File: config.mk
export PLATFORM = sky130hd
export DESIGN_NAME = idx_reg_bank
export DESIGN_NICKNAME = d
export VERILOG_FILES = /design/src/rtl/idx_reg_bank_pkg.sv /design/src/rtl/rb_lane_addr.sv /design/src/rtl/rb_merge.sv /design/src/rtl/rb_store.sv /design/src/rtl/idx_reg_bank.sv
export SDC_FILE = /design/constraint.sdc
export NUM_CORES = 1
export LEC_CHECK = 0
export ABC_AREA = 1
export BUFFER_PORTS_ARGS = -buffer_cell sky130_fd_sc_hd__buf_2
export CAP_MARGIN = 20
export CORE_MARGIN = 5
export CORE_UTILIZATION = 30
export DETAILED_ROUTE_END_ITERATION = 10
export GPL_ROUTABILITY_DRIVEN = 0
export PLACE_DENSITY_LB_ADDON = 0.12
export SYNTH_ARGS = -nofsm -noshare
export SYNTH_HDL_FRONTEND = slang
export SYNTH_SLANG_ARGS = --single-unit
File: constraint.sdc
create_clock -name clk_i -period 1.8 [get_ports clk_i]
set_clock_uncertainty 0.15 [all_clocks]
set_input_delay 0.09 -clock clk_i [delete_from_list [all_inputs] [get_ports clk_i]]
set_output_delay 0.09 -clock clk_i [all_outputs]
set_load 0.05 [all_outputs]
File: src/rtl/idx_reg_bank_pkg.sv
package idx_reg_bank_pkg;
  typedef enum logic {
    MODE_RUN  = 1'b0,
    MODE_LIST = 1'b1
  } wr_mode_e;
endpackage

File: src/rtl/rb_lane_addr.sv
// Per-lane target position and lane-active flag.
module rb_lane_addr
  import idx_reg_bank_pkg::*;
#(
  parameter int DEPTH = 4,
  parameter int RUN   = 4,
  parameter int IDX_W = 4,
  localparam int CNT_W = $clog2(RUN + 1),
  localparam int POS_W = IDX_W + $clog2(RUN + 1)
) (
  input  logic                       mode_i,
  input  logic [IDX_W-1:0]           start_i,
  input  logic [RUN*IDX_W-1:0]       idx_list_i,
  input  logic [CNT_W-1:0]           cnt_i,
  output logic [RUN-1:0][POS_W-1:0]  lane_pos_o,
  output logic [RUN-1:0]             lane_vld_o
);
  logic [CNT_W-1:0] cnt_eff;
  wr_mode_e         mode;

  assign mode    = wr_mode_e'(mode_i);
  assign cnt_eff = (cnt_i > CNT_W'(RUN)) ? CNT_W'(RUN) : cnt_i;

  for (genvar l = 0; l < RUN; l++) begin : g_lane
    logic [POS_W-1:0] pos;
    always_comb begin
      if (mode == MODE_LIST) pos = POS_W'(idx_list_i[l*IDX_W +: IDX_W]);
      else                   pos = POS_W'(start_i) + POS_W'(l);
    end
    assign lane_pos_o[l] = pos;
    // wide compare: positions past the bank never alias back
    assign lane_vld_o[l] = (CNT_W'(l) < cnt_eff) && (pos < POS_W'(DEPTH));
  end
endmodule

File: src/rtl/rb_merge.sv
// Overlay active lanes on the current vector; highest lane wins.
module rb_merge #(
  parameter int DEPTH = 4,
  parameter int WIDTH = 8,
  parameter int RUN   = 4,
  parameter int POS_W = 6
) (
  input  logic [RUN-1:0][POS_W-1:0]  lane_pos_i,
  input  logic [RUN-1:0]             lane_vld_i,
  input  logic                       bcast_i,
  input  logic [RUN*WIDTH-1:0]       wdata_i,
  input  logic [DEPTH*WIDTH-1:0]     cur_i,
  output logic [DEPTH*WIDTH-1:0]     nxt_o
);
  logic [RUN-1:0][WIDTH-1:0] lane_dat;

  for (genvar l = 0; l < RUN; l++) begin : g_dat
    assign lane_dat[l] = bcast_i ? wdata_i[WIDTH-1:0] : wdata_i[l*WIDTH +: WIDTH];
  end

  for (genvar e = 0; e < DEPTH; e++) begin : g_elem
    logic [WIDTH-1:0] val;
    always_comb begin
      val = cur_i[e*WIDTH +: WIDTH];
      for (int l = 0; l < RUN; l++) begin
        if (lane_vld_i[l] && (lane_pos_i[l] == POS_W'(e))) val = lane_dat[l];
      end
    end
    assign nxt_o[e*WIDTH +: WIDTH] = val;
  end
endmodule

File: src/rtl/rb_store.sv
module rb_store #(
  parameter int DEPTH = 4,
  parameter int WIDTH = 8,
  parameter logic [WIDTH-1:0] INIT_VAL = '0
) (
  input  logic                   clk_i,
  input  logic                   rst_ni,
  input  logic                   en_i,
  input  logic [DEPTH*WIDTH-1:0] d_i,
  output logic [DEPTH*WIDTH-1:0] q_o
);
  always_ff @(posedge clk_i or negedge rst_ni) begin
    if (!rst_ni)   q_o <= {DEPTH{INIT_VAL}};
    else if (en_i) q_o <= d_i;
  end
endmodule

File: src/rtl/idx_reg_bank.sv
module idx_reg_bank #(
  parameter int DEPTH = 4,
  parameter int WIDTH = 8,
  parameter int RUN   = 4,
  parameter int IDX_W = 4,
  parameter logic [WIDTH-1:0] INIT_VAL = '0,
  localparam int CNT_W = $clog2(RUN + 1),
  localparam int POS_W = IDX_W + $clog2(RUN + 1)
) (
  input  logic                   clk_i,
  input  logic                   rst_ni,
  input  logic                   wr_en_i,
  input  logic                   mode_i,
  input  logic [IDX_W-1:0]       start_i,
  input  logic [RUN*IDX_W-1:0]   idx_list_i,
  input  logic [CNT_W-1:0]       cnt_i,
  input  logic                   bcast_i,
  input  logic [RUN*WIDTH-1:0]   wdata_i,
  output logic [DEPTH*WIDTH-1:0] bank_o
);
  logic [RUN-1:0][POS_W-1:0] lane_pos;
  logic [RUN-1:0]            lane_vld;
  logic [DEPTH*WIDTH-1:0]    nxt;

  rb_lane_addr #(.DEPTH(DEPTH), .RUN(RUN), .IDX_W(IDX_W)) u_addr (
    .mode_i     (mode_i),
    .start_i    (start_i),
    .idx_list_i (idx_list_i),
    .cnt_i      (cnt_i),
    .lane_pos_o (lane_pos),
    .lane_vld_o (lane_vld)
  );

  rb_merge #(.DEPTH(DEPTH), .WIDTH(WIDTH), .RUN(RUN), .POS_W(POS_W)) u_merge (
    .lane_pos_i (lane_pos),
    .lane_vld_i (lane_vld),
    .bcast_i    (bcast_i),
    .wdata_i    (wdata_i),
    .cur_i      (bank_o),
    .nxt_o      (nxt)
  );

  rb_store #(.DEPTH(DEPTH), .WIDTH(WIDTH), .INIT_VAL(INIT_VAL)) u_store (
    .clk_i  (clk_i),
    .rst_ni (rst_ni),
    .en_i   (wr_en_i),
    .d_i    (nxt),
    .q_o    (bank_o)
  );
endmodule

# Word level (Yosys, flattened, before mapping)
# Index checks and enable logic that the tools add are counted.
dict set report word_totals {
  ff_bits 32
  in_bits 60
  out_inout_bits 32
}
dict set report op_classes {
  n_addsub 3
  magnitude_cmp 9
  n_eq_ne 12
  n_mux 24
  n_reduce_logical 32
}
# cell count
set ops {}
lappend ops {{$mux 8} 19}
lappend ops {{$eq 5x2->1 const B} 6}
lappend ops {{$logic_not 7->1} 4}
lappend ops {{$lt 7x3->1 const B} 4}
lappend ops {{$logic_and 1x1->1} 20}
lappend ops {{$reduce_bool 4->1} 4}
lappend ops {{$eq 5x1->1 const B} 3}
lappend ops {{$mux 5} 3}
lappend ops {{$add 4x2->5 const B} 2}
lappend ops {{$eq 4x2->1 const B} 2}
lappend ops {{$reduce_and 2->1} 4}
lappend ops {{$lt 1x3->1 const A} 2}
lappend ops {{$lt 2x3->1 const A} 2}
lappend ops {{$add 4x1->5 const B} 1}
lappend ops {{$eq 4x1->1 const B} 1}
lappend ops {{$mux 4} 1}
lappend ops {{$gt 3x3->1 const B} 1}
lappend ops {{$mux 3} 1}

# Longest topological paths before layout
# Gate-level depths: netlist of run 1.
dict set report logic_depth {
  word_depth 9
  mapped_depth 15
  depth_no_buf 15
}

# By module
# A second synthesis of run 1 with hierarchy kept.
dict set report hier_totals {
  hier_cells 812
  area_unflattened_um2 4384.2
}
# mod n_inst cells_per_inst area_per_inst_um2
set by_module_without_submodules {}
lappend by_module_without_submodules {rb_merge 1 574 2570.0}
lappend by_module_without_submodules {rb_store 1 136 1292.5}
lappend by_module_without_submodules {rb_lane_addr 1 102 521.8}

# Worst setup path after synthesis of run 1
# OpenSTA, ideal clock, no wires.
dict set report synth_timing {
  kind {input to register}
  from {input start_i[0]}
  to {register u_store.q_o[5]}
  setup_ns 0.066
  arrival_time_ns 1.620
  required_time_ns 1.584
  setup_slack_ns -0.036
  cell_stages 14
  path_buffers 2
  path_cell_list {inv_1 > ha_1 > nor2_1 > inv_2 > o21ai_4 > nor2b_1 > buf_4 > nand3_4 > nand3_1 > nand2_2 > buf_6 > nor2_1 > nand2_1 > nand2_1}
}
dict set report synth_via {
  elab_chain_len 8
  elab_cells_between_ends 28
  cone_classes {add/sub: 3; order compare: 4; mux: 7; reduce/logical: 14}
}
# item line_no
set synth_lines {}
lappend synth_lines {{from (decl)} idx_reg_bank.sv:14} ;# input logic [IDX_W-1:0] start_i,
lappend synth_lines {{$add 4x1->5} rb_lane_addr.sv:28} ;# else pos = POS_W'(start_i) + POS_W'(l);
lappend synth_lines {{$mux 5} rb_lane_addr.sv:27} ;# if (mode == MODE_LIST) pos = POS_W'(idx_list_i[l*IDX_W +: IDX_W]);
lappend synth_lines {{$lt 7x3->1} rb_lane_addr.sv:32} ;# assign lane_vld_o[l] = (CNT_W'(l) < cnt_eff) && (pos < POS_W'(DEPTH));
lappend synth_lines {{$logic_and 1x1->1} rb_lane_addr.sv:32}
lappend synth_lines {{$logic_and 1x1->1} rb_merge.sv:26} ;# if (lane_vld_i[l] && (lane_pos_i[l] == POS_W'(e))) val = lane_dat[l];
lappend synth_lines {{$mux 8 (3 in series)} rb_merge.sv:26}
lappend synth_lines {{to (signal assigned)} rb_store.sv:13} ;# if (!rst_ni) q_o <= {DEPTH{INIT_VAL}};
lappend synth_lines {{to (signal assigned)} rb_store.sv:14} ;# else if (en_i) q_o <= d_i;
lappend synth_lines {{to (decl)} rb_store.sv:10} ;# output logic [DEPTH*WIDTH-1:0] q_o
# Parallel ways exist; a longest one is shown, timed or not.
# A chain may end at the register's enable or synchronous reset.

# Final worst setup path of run 1
dict set report layout_timing {
  from {input start_i[1]}
  to {register u_store.q_o[18]}
}
# The elaborated chain is that of the path after synthesis.

==> results of run 1 <==
[cell type report]
type / instances / area (um^2)
timing repair buffer: 131 / 782.0
multi-input combinational: 472 / 2222
inverter: 56 / 214.0
tap: 140 / 175.2
sequential: 32 / 800.8
clock buffer: 7 / 96.34
fill: 1187 / 6502
[worst max-delay path, delay by kind of cell]
kind / cells / cell delay [ns]
buffers and inverters: 5 / 0.54
adders and majority gates: 1 / 0.16
and+or+nand+nor: 8 / 0.79
AOI/OAI and AO/OA: 1 / 0.12
[layout by cell type, fill, tap and decap left out, drive strengths merged]
cell type    instances
nand2              269
buf                130
nor2                73
nand3               67
inv                 55
nand4               33
dfrtp               32
a21oi                9
o21ai                8
clkbuf               7
a21boi               4
ha                   4
or3                  2
nand3b               2
clkinvlp             1
nor2b                1
dlygate4sd3          1
[synthesized netlist by cell type, drive strengths merged]
| library cell | count |
|---|---|
| nand4 | 33 |
| nor2 | 73 |
| nand2 | 268 |
| a21oi | 9 |
| nand3b | 2 |
| clkbuf | 11 |
| dfrtp | 32 |
| nor2b | 1 |
| or3 | 2 |
| a21boi | 4 |
| o21ai | 8 |
| buf | 8 |
| ha | 4 |
| nand3 | 67 |
| inv | 56 |
[routing by layer]
metal	track usage	wire length, um	up-vias
met5	0	0	-
met4	0.07433	346	0
met3	0.03118	1025	22
met2	0.2802	5258	162
met1	0.2507	5315	1806
li1	-	-	2078
[logic make-up (layout without fill, tap and decap cells)]
logic type / count (synthesis) / count (layout)
flip-flops: 32 / 32
adder cells (fa/ha/maj): 4 / 4
buffers and inverters: 75 / 194
AO/OA/AOI/OAI: 21 / 21
AND/OR/NAND/NOR: 446 / 447
[through the flow]
step / cells / hold WS, ns / total power [mW] / setup TNS, ns / area [um^2]
2_1_floorplan: 578 / -0.3556 / 2.738 / 0 / 3309
3_3_place_gp: 828 / 0.04589 / 3.360 / -3.849 / 4125
3_5_place_dp: 828 / 0.05482 / 3.368 / -4.890 / 4125
4_1_cts: 836 / 0.1361 / 3.995 / 0 / 4232
5_1_grt: 838 / 0.1900 / 4.235 / 0 / 4290
6_report: 838 / 0.1352 / 3.961 / 0 / 4290
[what timing repair did]
action | in CTS | in global routing
gates resized for setup | 0 | 11
endpoints found under the hold margin | 32 | 0
hold buffers | 1 | 0
endpoints found under the setup margin | 0 | 31
setup buffers | 0 | 1
[power groups by stage]
| stage | clock (mW) | combinational [mW] | sequential (mW) |
|---|---|---|---|
| CTS | 0.631 | 2.23 | 1.13 |
| global placement | 0 | 2.22 | 1.14 |
| detailed placement | 0 | 2.23 | 1.14 |
| finish | 0.601 | 2.23 | 1.13 |
| global route | 0.661 | 2.41 | 1.17 |
| floorplan | 0 | 0.625 | 2.11 |
[worst paths after layout]
kind | from | endpoint | slack, ns | cells past startpoint
max | start_i[1] | u_store.q_o[18] | 0.17 | 15
min | wdata_i[2] | u_store.q_o[2] | 0.14 | 7
max reg2reg | u_store.q_o[9] | u_store.q_o[9] | 1.03 | 2
min reg2reg | u_store.q_o[10] | u_store.q_o[10] | 0.32 | 2
max in group asynchronous | rst_ni | u_store.q_o[22] | 0.77 | 2
min in group asynchronous | rst_ni | u_store.q_o[14] | 0.26 | 2
==> results_tabular.tex, run 1 <==
\begin{tabular}{lr}
\hline
Metric & Value \\
\hline
\multicolumn{2}{l}{\textbf{Die}} \\
Horizontal extent of the die & 114.7 um \\
Initial Util & 0.3048 \\
I/O pin cnt & between 90 and 100 \\
Die boundary height & around 110 um \\
Die area & between 0.01 and 0.015 mm\^{}2 \\
Cell Rows & 38 \\
Core footprint & 0.01079 mm\^{}2 \\
\multicolumn{2}{l}{\textbf{GRT}} \\
Aggregate global-route resource usage & 0.1813 \\
Number of antenna violations at the first check in global routing & 0 \\
Pin count of the biggest net entering global routing & 33 \\
Residual overflow from global routing & 0 \\
Wire length of the first global-routing pass & around 19000 um \\
Number of global-route vias before repair & 3892 \\
\multicolumn{2}{l}{\textbf{Timing}} \\
Normalized max-slew margin & 0.5059 \\
Final worst path period need & around 1.6 ns \\
Period utilization & 0.9051 \\
Final Max Slew Viols & 0 \\
Final number of hold-violating endpoints & 0 \\
Slew at the pin closest to its max-slew limit & 0.7412 ns \\
Setup repair after global routing missed its margin & false \\
Final setup violation count & 0 \\
Max frequency & around 0.61 GHz \\
Final Worst Setup Slack & 0.1708 ns \\
\multicolumn{2}{l}{\textbf{Pwr}} \\
Part of the power in combinational logic & 0.564 \\
Part of the power in registers & 0.285 \\
Switching power share of the total & 0.5236 \\
Design internal power & $\sim$1.9 mW \\
Net Switching & between 2 and 2.5 mW \\
Clock power share & 0.152 \\
Static leakage & 2.634 nW \\
Peak supply drop & between 0.4 and 0.5 mV \\
Pwr Density & between 900 and 1000 mW/mm\^{}2 \\
\multicolumn{2}{l}{\textbf{CTS}} \\
Clock tree from TritonCTS & built \\
Clk sinks & 32 \\
Total CTS buffers & 5 \\
Clock latency on the worst-skew pair & 0.28 ns \\
H-tree Lvls & 2 \\
Clock transition at the registers of the reported paths & around 0.070 ns \\
Number of buffers between clock root and the deepest sink & 2 \\
Cell chosen for the clock root & clkbuf\_8 \\
\multicolumn{2}{l}{\textbf{Place}} \\
Pre-CTS setup slack & -0.1863 ns \\
HPWL after detailed placement & 9448 um \\
\# port buffers & between 90 and 100 \\
\multicolumn{2}{l}{\textbf{Setup path}} \\
Startpoint class of the critical path & primary input \\
Cell Chain, Critical Path & buf\_2 > buf\_4 > ha\_1 > inv\_1 > a21oi\_1 > nand4\_1 > nand2\_4 > buf\_6 > nand3\_4 > buf\_6 > nand2\_1 > nand3\_1 > nand3\_1 > nand2\_1 > nand2\_1 \\
Setup Crit Path Kind & in -> reg \\
CP peak stage delay & roughly 0.21 ns \\
Worst endpoint data arrival time & between 1.5 and 2 ns \\
Worst endpoint required time & roughly 1.9 ns \\
CP Capture Type & flop \\
Slowest cell on the critical path & nand2\_4 \\
Most repeated library cell on the critical path & nand2\_1 \\
Highest fanout seen on the critical path & 8 \\
\multicolumn{2}{l}{\textbf{Layout}} \\
Area Overhead vs Synth & 30.43\% \\
Largest registers ranked by flip-flop count & u\_store.q\_o (32) \\
Fin util & 0.3975 \\
Largest register FFs & 32 \\
Fraction of layout cells with a size suffix above 1 & 0.2479 \\
Antenna cell count & 0 \\
Number of nets in the finished design & between 700 and 800 \\
Reg with most FFs & u\_store.q\_o \\
\multicolumn{2}{l}{\textbf{Route}} \\
Total via count in the routed design & approximately 4100 \\
DRT antenna net count & 0 \\
Sum of routed wire length over all layers & about 12000 um \\
DRC viols & 0 \\
Post-detailed-route via-to-cell ratio & slightly below 5 \\
DRC violation total after the first TritonRoute iteration & 284 \\
Final routed wire length divided by cell count & roughly 14 um \\
TritonRoute pass-1 iters & 5 \\
\multicolumn{2}{l}{\textbf{Synthesis}} \\
Share of synthesized cell area in and, or, nand and nor gates & 0.6025 \\
Unique masters post-synth & 31 \\
Number of instances in the synthesized netlist & between 500 and 600 \\
Xor/xnor cell area share of the yosys netlist & 0 \\
Fraction of synthesized area in multiplexers & 0 \\
Post-synth top area cell & nand2\_1 \\
Part of the Yosys area used for sequential elements & 0.2434 \\
Post-synthesis register bit count & 32 \\
Proportion of netlist area held by the largest area contributor & 0.2990 \\
Compound-gate portion of the synthesized area & 0.04070 \\
Fraction of the mapped netlist area in adder cells & 0.01521 \\
Combinational family with the most area after synthesis & simple AND/OR/NAND/NOR gates \\
Synthesized area per cell & 5.691 um\^{}2 \\
Yosys synthesis warning count & 0 \\
Syn Std Cell Area & $\sim$0.0033 mm\^{}2 \\
Syn nets & approximately 640 \\
Biggest area contributors in the synthesized netlist & nand2\_1 (30\%), dfrtp\_1 (24\%), nand3\_1 (9.4\%) \\
\multicolumn{2}{l}{\textbf{Status}} \\
Run status & finished, final reports clean \\
\multicolumn{2}{l}{\textbf{Hold path}} \\
Class of the tightest hold or removal check & in -> reg \\
\multicolumn{2}{l}{\textbf{Job}} \\
Max\_cap viols & 0 \\
\hline
\end{tabular}
Power figures use the tool's default switching activity.
==> inputs of run 2 (changes only) <==
--- a/config.mk
+++ b/config.mk
@@ -13,6 +13,7 @@
 export DETAILED_ROUTE_END_ITERATION = 10
 export GPL_ROUTABILITY_DRIVEN = 0
 export PLACE_DENSITY_LB_ADDON = 0.12
+export SETUP_SLACK_MARGIN = 0.2
 export SYNTH_ARGS = -nofsm -noshare
 export SYNTH_HDL_FRONTEND = slang
 export SYNTH_SLANG_ARGS = --single-unit
==> results_tabular.tex, run 2 (synthesis gave the netlist of run 1 again) <==
\begin{tabular}{lr}
\hline
Metric & Value \\
\hline
\multicolumn{2}{l}{\textbf{Status}} \\
Run status & finished, final reports clean (unchanged) \\
\multicolumn{2}{l}{\textbf{Setup path}} \\
Worst endpoint required time & 1.83 ns (was 1.88 ns) \\
Worst setup slack for register-to-register paths & 1.00 ns (was 1.03 ns) \\
Worst endpoint data arrival time & 1.58 ns (was 1.71 ns) \\
CP Capture Type & flop (unchanged) \\
Startpoint class of the critical path & primary input (unchanged) \\
Source of the worst register-to-register timing path & u\_store.q\_o[24] (was u\_store.q\_o[9]) \\
Setup Crit Path Kind & in -> reg (unchanged) \\
Cell count of the worst reg-to-reg path & 2 (unchanged) \\
Endpoint of the lowest-slack register-to-register path & u\_store.q\_o[24] (was u\_store.q\_o[9]) \\
Highest fanout seen on the critical path & 8 (unchanged) \\
\multicolumn{2}{l}{\textbf{Route}} \\
Total via count in the routed design & 4148 (was 4068) \\
Sum of routed wire length over all layers & 12170 um (was 11950 um) \\
TritonRoute pass-1 iters & 5 (unchanged) \\
Final routed wire length divided by cell count & 14.39 um (was 14.25 um) \\
Post-detailed-route via-to-cell ratio & 4.903 (was 4.854) \\
DRC viols & 0 (unchanged) \\
DRC violation total after the first TritonRoute iteration & 275 (was 284) \\
DRT antenna net count & 0 (unchanged) \\
\multicolumn{2}{l}{\textbf{Timing}} \\
Period utilization & 0.8614 (was 0.9051) \\
Final Max Slew Viols & 0 (unchanged) \\
Normalized max-slew margin & 0.5083 (was 0.5059) \\
Slew at the pin closest to its max-slew limit & 0.7376 ns (was 0.7412 ns) \\
Final number of hold-violating endpoints & 0 (unchanged) \\
Setup repair after global routing missed its margin & true (was false) \\
Final setup violation count & 0 (unchanged) \\
Final worst path period need & 1.551 ns (was 1.629 ns) \\
Max frequency & 0.6449 GHz (was 0.6138 GHz) \\
\multicolumn{2}{l}{\textbf{CTS}} \\
Clock transition at the registers of the reported paths & 0.07 ns (about the same) \\
Total CTS buffers & 5 (unchanged) \\
H-tree Lvls & 2 (unchanged) \\
Cell chosen for the clock root & clkbuf\_8 (unchanged) \\
Clk sinks & 32 (unchanged) \\
Number of buffers between clock root and the deepest sink & 2 (unchanged) \\
Clock latency on the worst-skew pair & 0.28 ns (about the same) \\
Clock tree from TritonCTS & built (unchanged) \\
\multicolumn{2}{l}{\textbf{Die}} \\
Horizontal extent of the die & 114.7 um (unchanged) \\
Core footprint & 0.01079 mm\^{}2 (unchanged) \\
Die area & 0.01316 mm\^{}2 (unchanged) \\
Initial Util & 0.3048 (unchanged) \\
Cell Rows & 38 (unchanged) \\
I/O pin cnt & 92 (unchanged) \\
Die boundary height & 114.7 um (unchanged) \\
\multicolumn{2}{l}{\textbf{Layout}} \\
Area Overhead vs Synth & 41.99\% (was 30.43\%) \\
Number of nets in the finished design & 769 (was 762) \\
Antenna cell count & 0 (unchanged) \\
Leading cell type in the layout, fill and taps excluded & nand2\_1 (unchanged) \\
Largest register FFs & 32 (unchanged) \\
Fraction of layout cells with a size suffix above 1 & 0.2960 (was 0.2479) \\
Largest registers ranked by flip-flop count & u\_store.q\_o (32) (unchanged) \\
Most frequent cells in the layout & nand2\_1 (257), buf\_2 (88), nor2\_1 (62) (was nand2\_1 (261), buf\_2 (91), nor2\_1 (70)) \\
Number of non-filler instances in the completed layout & 846 (was 838) \\
Reg with most FFs & u\_store.q\_o (unchanged) \\
\multicolumn{2}{l}{\textbf{GRT}} \\
Number of antenna violations at the first check in global routing & 0 (unchanged) \\
Pin count of the biggest net entering global routing & 33 (unchanged) \\
Wire length of the first global-routing pass & 18670 um (was 19100 um) \\
Number of global-route vias before repair & 3845 (was 3892) \\
Aggregate global-route resource usage & 0.1772 (was 0.1813) \\
Residual overflow from global routing & 0 (unchanged) \\
\multicolumn{2}{l}{\textbf{Pwr}} \\
Design internal power & 1.914 mW (was 1.887 mW) \\
Clock power share & 0.141 (was 0.152) \\
Part of the power in combinational logic & 0.577 (was 0.564) \\
Static leakage & 2.708 nW (was 2.634 nW) \\
Net Switching & 2.141 mW (was 2.074 mW) \\
Part of the power in registers & 0.282 (was 0.285) \\
Peak supply drop & 0.5649 mV (was 0.4863 mV) \\
Switching power share of the total & 0.5280 (was 0.5236) \\
Total Power & 4.055 mW (was 3.961 mW) \\
Pwr Density & 868.3 mW/mm\^{}2 (was 923.2 mW/mm\^{}2) \\
\multicolumn{2}{l}{\textbf{Hold path}} \\
Endpoint of the worst hold-timing path & u\_store.q\_o[2] (unchanged) \\
Number of instances on the worst hold path & 7 (unchanged) \\
Worst hold path startpoint & wdata\_i[2] (unchanged) \\
Class of the tightest hold or removal check & in -> reg (unchanged) \\
\multicolumn{2}{l}{\textbf{Place}} \\
\# port buffers & 91 (unchanged) \\
Total instance count after detailed placement & 830 (was 828) \\
HPWL after detailed placement & 9341 um (was 9448 um) \\
\multicolumn{2}{l}{\textbf{Job}} \\
Max\_cap viols & 0 (unchanged) \\
\hline
\end{tabular}
==> run 2: cell count changes in the layout (fill, tap and decap cells not counted), sizes merged <==
cell      before  now
clkinvlp       1    3
nand2        269  271
clkbuf         7    9
buf          130  134
inv           55   53
==> run 2: what timing repair did <==
action | in CTS | in global routing
gates cloned | 0 | 4
resized for setup | 7 | 71
endpoints found under the hold margin | 32 | 0
pin swaps | 1 | 17
hold buffers | 1 | 0
setup buffers | 0 | 3
setup endpoints to repair | 32 | 32
==> run 2: how the worst max path moves through the flow <==
stage	start	to	depth (start not counted)
floorplan	start_i[1]	u_store.q_o[5]	14
global placement	start_i[1]	u_store.q_o[0]	14
detailed placement	start_i[1]	u_store.q_o[0]	14
CTS	start_i[1]	u_store.q_o[0]	14
global route	start_i[1]	u_store.q_o[8]	13
finish	start_i[2]	u_store.q_o[26]	11
==> run 2: per-stage QoR <==
| stage | utilization | TNS (ns) | setup slack (ns) | cell area (um^2) | hold slack, ns |
|---|---|---|---|---|---|
| 2_1_floorplan | - | 0 | 0.09582 | 3344 | -0.3556 |
| 6_report | 0.4328 | 0 | 0.2494 | 4671 | 0.1467 |
| 5_1_grt | 0.4328 | 0 | 0.1141 | 4671 | 0.2009 |
| 4_1_cts | 0.3996 | 0 | 0.1777 | 4313 | 0.1528 |
| 3_3_place_gp | 0.3879 | -5.224 | -0.2191 | 4187 | 0.04729 |
| 3_5_place_dp | 0.3879 | -5.967 | -0.2434 | 4187 | 0.04805 |
==> run 2: final cells by class <==
type                    instances  area [um^2]
fillers                      1136         6122
clock buffers                   8        90.09
inverters                      56        239.0
repair buffers                136        919.6
multi-input cells             474         2446
flip-flops and latches         32        800.8
well taps                     140        175.2
==> run 2: metal layers <==
metal,share of wire,GRT usage
met4,0.021,0.05556
met3,0.086,0.02537
met2,0.47,0.2976
met1,0.42,0.2354
met5,0,0
==> run 2: power by group through the flow <==
stage / combinational, mW / sequential, mW / clock, mW
after CTS: 2.25 / 1.14 / 0.598
after detailed placement: 2.23 / 1.15 / 0
after global routing: 2.51 / 1.18 / 0.628
after global placement: 2.22 / 1.15 / 0
final: 2.34 / 1.14 / 0.574
after floorplan: 0.628 / 2.11 / 0
==> run 2: critical path: stages <==
cell,delay [ns]
buf_6,0.11
buf_4,0.15
a21oi_2,0.15
nand4_1,0.18
nand2_4,0.25
nand3_4,0.09
nand3b_1,0.18
buf_6,0.16
nand2_8,0.08
nand2_1,0.09
nand2_1,0.05
==> inputs of run 3 (changes only) <==
==> constraint.sdc (replaced) <==
create_clock -name clk_i -period 1.7 [get_ports clk_i]
set_clock_uncertainty 0.15 [all_clocks]
set_input_delay 0.085 -clock clk_i [delete_from_list [all_inputs] [get_ports clk_i]]
set_output_delay 0.085 -clock clk_i [all_outputs]
set_load 0.05 [all_outputs]
==> results_tabular.tex, run 3 (synthesis gave the netlist of run 1 again) <==
\begin{tabular}{lr}
\hline
Metric & Value \\
\hline
\multicolumn{2}{l}{\textbf{Layout}} \\
Area Overhead vs Synth & 47.17\% (was 41.99\%) \\
Largest registers ranked by flip-flop count & u\_store.q\_o (32) (unchanged) \\
Fin util & 0.4485 (was 0.4328) \\
Area of all placed cells without fillers & 0.004841 mm\^{}2 (was 0.004671 mm\^{}2) \\
Most frequent cells in the layout & nand2\_1 (251), buf\_2 (88), nand3\_1 (54) (was nand2\_1 (257), buf\_2 (88), nor2\_1 (62)) \\
Reg with most FFs & u\_store.q\_o (unchanged) \\
Leading cell type in the layout, fill and taps excluded & nand2\_1 (unchanged) \\
Antenna cell count & 0 (unchanged) \\
Number of nets in the finished design & 781 (was 769) \\
Largest register FFs & 32 (unchanged) \\
Fraction of layout cells with a size suffix above 1 & 0.3357 (was 0.2960) \\
\multicolumn{2}{l}{\textbf{CTS}} \\
Total CTS buffers & 5 (unchanged) \\
Clock tree from TritonCTS & built (unchanged) \\
H-tree Lvls & 2 (unchanged) \\
Clock latency on the worst-skew pair & 0.28 ns (about the same) \\
Cell chosen for the clock root & clkbuf\_8 (unchanged) \\
Clock transition at the registers of the reported paths & 0.06 ns (was 0.07 ns) \\
Clk sinks & 32 (unchanged) \\
Number of buffers between clock root and the deepest sink & 2 (unchanged) \\
\multicolumn{2}{l}{\textbf{Route}} \\
Sum of routed wire length over all layers & 12890 um (was 12170 um) \\
Total via count in the routed design & 4189 (was 4148) \\
TritonRoute pass-1 iters & 5 (unchanged) \\
Post-detailed-route via-to-cell ratio & 4.899 (was 4.903) \\
DRC violation total after the first TritonRoute iteration & 298 (was 275) \\
DRT antenna net count & 0 (unchanged) \\
DRC viols & 0 (unchanged) \\
Final routed wire length divided by cell count & 15.07 um (was 14.39 um) \\
\multicolumn{2}{l}{\textbf{Job}} \\
Max\_cap viols & 0 (unchanged) \\
\multicolumn{2}{l}{\textbf{Timing}} \\
Final number of hold-violating endpoints & 0 (unchanged) \\
Final worst path period need & 1.560 ns \\
Slew at the pin closest to its max-slew limit & 0.7575 ns (was 0.7376 ns) \\
Final Worst Setup Slack & 0.1397 ns (was 0.2494 ns) \\
Setup repair after global routing missed its margin & true (unchanged) \\
Post-route setup TNS & 0 ns (unchanged) \\
Final Max Slew Viols & 0 (unchanged) \\
Max frequency & 0.6409 GHz \\
Final setup violation count & 0 (unchanged) \\
Worst hold margin & 0.1437 ns (was 0.1467 ns) \\
Period utilization & 0.9178 \\
Normalized max-slew margin & 0.4950 (was 0.5083) \\
\multicolumn{2}{l}{\textbf{Die}} \\
Core footprint & 0.01079 mm\^{}2 (unchanged) \\
Initial Util & 0.3048 (unchanged) \\
Horizontal extent of the die & 114.7 um (unchanged) \\
Die boundary height & 114.7 um (unchanged) \\
Die area & 0.01316 mm\^{}2 (unchanged) \\
Cell Rows & 38 (unchanged) \\
I/O pin cnt & 92 (unchanged) \\
\multicolumn{2}{l}{\textbf{Setup path}} \\
Launch point of the critical path & start\_i[1] (was start\_i[2]) \\
Source of the worst register-to-register timing path & u\_store.q\_o[8] (was u\_store.q\_o[24]) \\
Startpoint class of the critical path & primary input (unchanged) \\
Setup Crit Path Kind & in -> reg (unchanged) \\
Cell count of the worst reg-to-reg path & 2 (unchanged) \\
Worst setup slack for register-to-register paths & 0.92 ns (was 1.00 ns) \\
Worst endpoint required time & 1.72 ns (was 1.83 ns) \\
Endpoint of the lowest-slack register-to-register path & u\_store.q\_o[8] (was u\_store.q\_o[24]) \\
Highest fanout seen on the critical path & 8 (unchanged) \\
Worst endpoint data arrival time & 1.58 ns (about the same) \\
CP Capture Type & flop (unchanged) \\
\multicolumn{2}{l}{\textbf{Pwr}} \\
Clock power share & 0.125 (was 0.141) \\
Part of the power in combinational logic & 0.593 (was 0.577) \\
Peak supply drop & 0.4931 mV (was 0.5649 mV) \\
Pwr Density & 884.4 mW/mm\^{}2 (was 868.3 mW/mm\^{}2) \\
Design internal power & 1.990 mW (was 1.914 mW) \\
Part of the power in registers & 0.282 (about the same) \\
Net Switching & 2.291 mW (was 2.141 mW) \\
Switching power share of the total & 0.5352 (was 0.5280) \\
Static leakage & 2.798 nW (was 2.708 nW) \\
\multicolumn{2}{l}{\textbf{GRT}} \\
Pin count of the biggest net entering global routing & 33 (unchanged) \\
Number of global-route vias before repair & 4143 (was 3845) \\
Residual overflow from global routing & 0 (unchanged) \\
Wire length of the first global-routing pass & 20690 um (was 18670 um) \\
Aggregate global-route resource usage & 0.1972 (was 0.1772) \\
Number of antenna violations at the first check in global routing & 0 (unchanged) \\
\multicolumn{2}{l}{\textbf{Hold path}} \\
Worst hold path startpoint & wdata\_i[2] (unchanged) \\
Class of the tightest hold or removal check & in -> reg (unchanged) \\
Endpoint of the worst hold-timing path & u\_store.q\_o[2] (unchanged) \\
Number of instances on the worst hold path & 7 (unchanged) \\
\multicolumn{2}{l}{\textbf{Place}} \\
HPWL after detailed placement & 9642 um (was 9341 um) \\
\# port buffers & 91 (unchanged) \\
Cell Area, Placed & 0.004237 mm\^{}2 (was 0.004187 mm\^{}2) \\
Pre-CTS setup slack & -0.3479 ns (was -0.2434 ns) \\
\multicolumn{2}{l}{\textbf{Status}} \\
Run status & finished, final reports clean (unchanged) \\
\hline
\end{tabular}
[run 3: cell count changes in the layout (fill, tap and decap cells not counted), sizes merged]
cell / before / now
buf: 134 / 144
clkbuf: 9 / 8
clkinvlp: 3 / 2
inv: 53 / 54
[run 3: layout make-up]
class                      instances  area, um^2
multi-input combinational        474        2499
timing repair buffer             148        1060
inverter                          56       237.7
clock buffer                       5       68.82
tap                              140       175.2
sequential                        32       800.8
fill                            1168        5952
[run 3: power by group through the flow]
stage	Clock, mW	Sequential (mW)	Combinational, mW
2_1_floorplan	0	2.24	0.665
3_3_place_gp	0	1.22	2.39
3_5_place_dp	0	1.22	2.40
4_1_cts	0.557	1.22	2.49
5_1_grt	0.588	1.25	2.72
6_report	0.535	1.21	2.54
[run 3: how the worst max path moves through the flow]
stage,to,slack (ns),cells past startpoint
floorplan,u_store.q_o[5],0.0008,14
global placement,u_store.q_o[13],-0.31,13
detailed placement,u_store.q_o[13],-0.35,13
CTS,u_store.q_o[15],0.16,14
global route,u_store.q_o[29],0.04,16
finish,u_store.q_o[8],0.14,14
[run 3: critical path, cell delays in order]
cell and delay, ns:
buf_12 0.10, buf_6 0.10, ha_4 0.13, inv_2 0.03, a21oi_2 0.11, nand4_1 0.15
nand2_4 0.20, nand3b_4 0.15, clkinvlp_4 0.19, nand2_1 0.07, nand3_1 0.08, nand2_1 0.06
nand2_1 0.06, nand2_1 0.05
[run 3: layer usage]
| metal | wire, um | global-route usage |
|---|---|---|
| met5 | 0 | 0 |
| met4 | 403 | 0.06651 |
| met3 | 930 | 0.03224 |
| met2 | 5919 | 0.3275 |
| met1 | 5631 | 0.2606 |
[run 3: what timing repair did]
item / CTS / global route
endpoints found under the hold margin: 32 / 0
setup endpoints to repair: 32 / 32
hold buffers: 1 / 0
resized for setup: 45 / 49
cloned: 4 / 2
setup buffers: 5 / 6
pin swaps: 43 / 25
[run 3: per-stage QoR]
step	power, mW	cells
global route	4.562	855
CTS	4.259	847
finish	4.281	855
detailed placement	3.619	832
floorplan	2.902	578
global placement	3.605	832
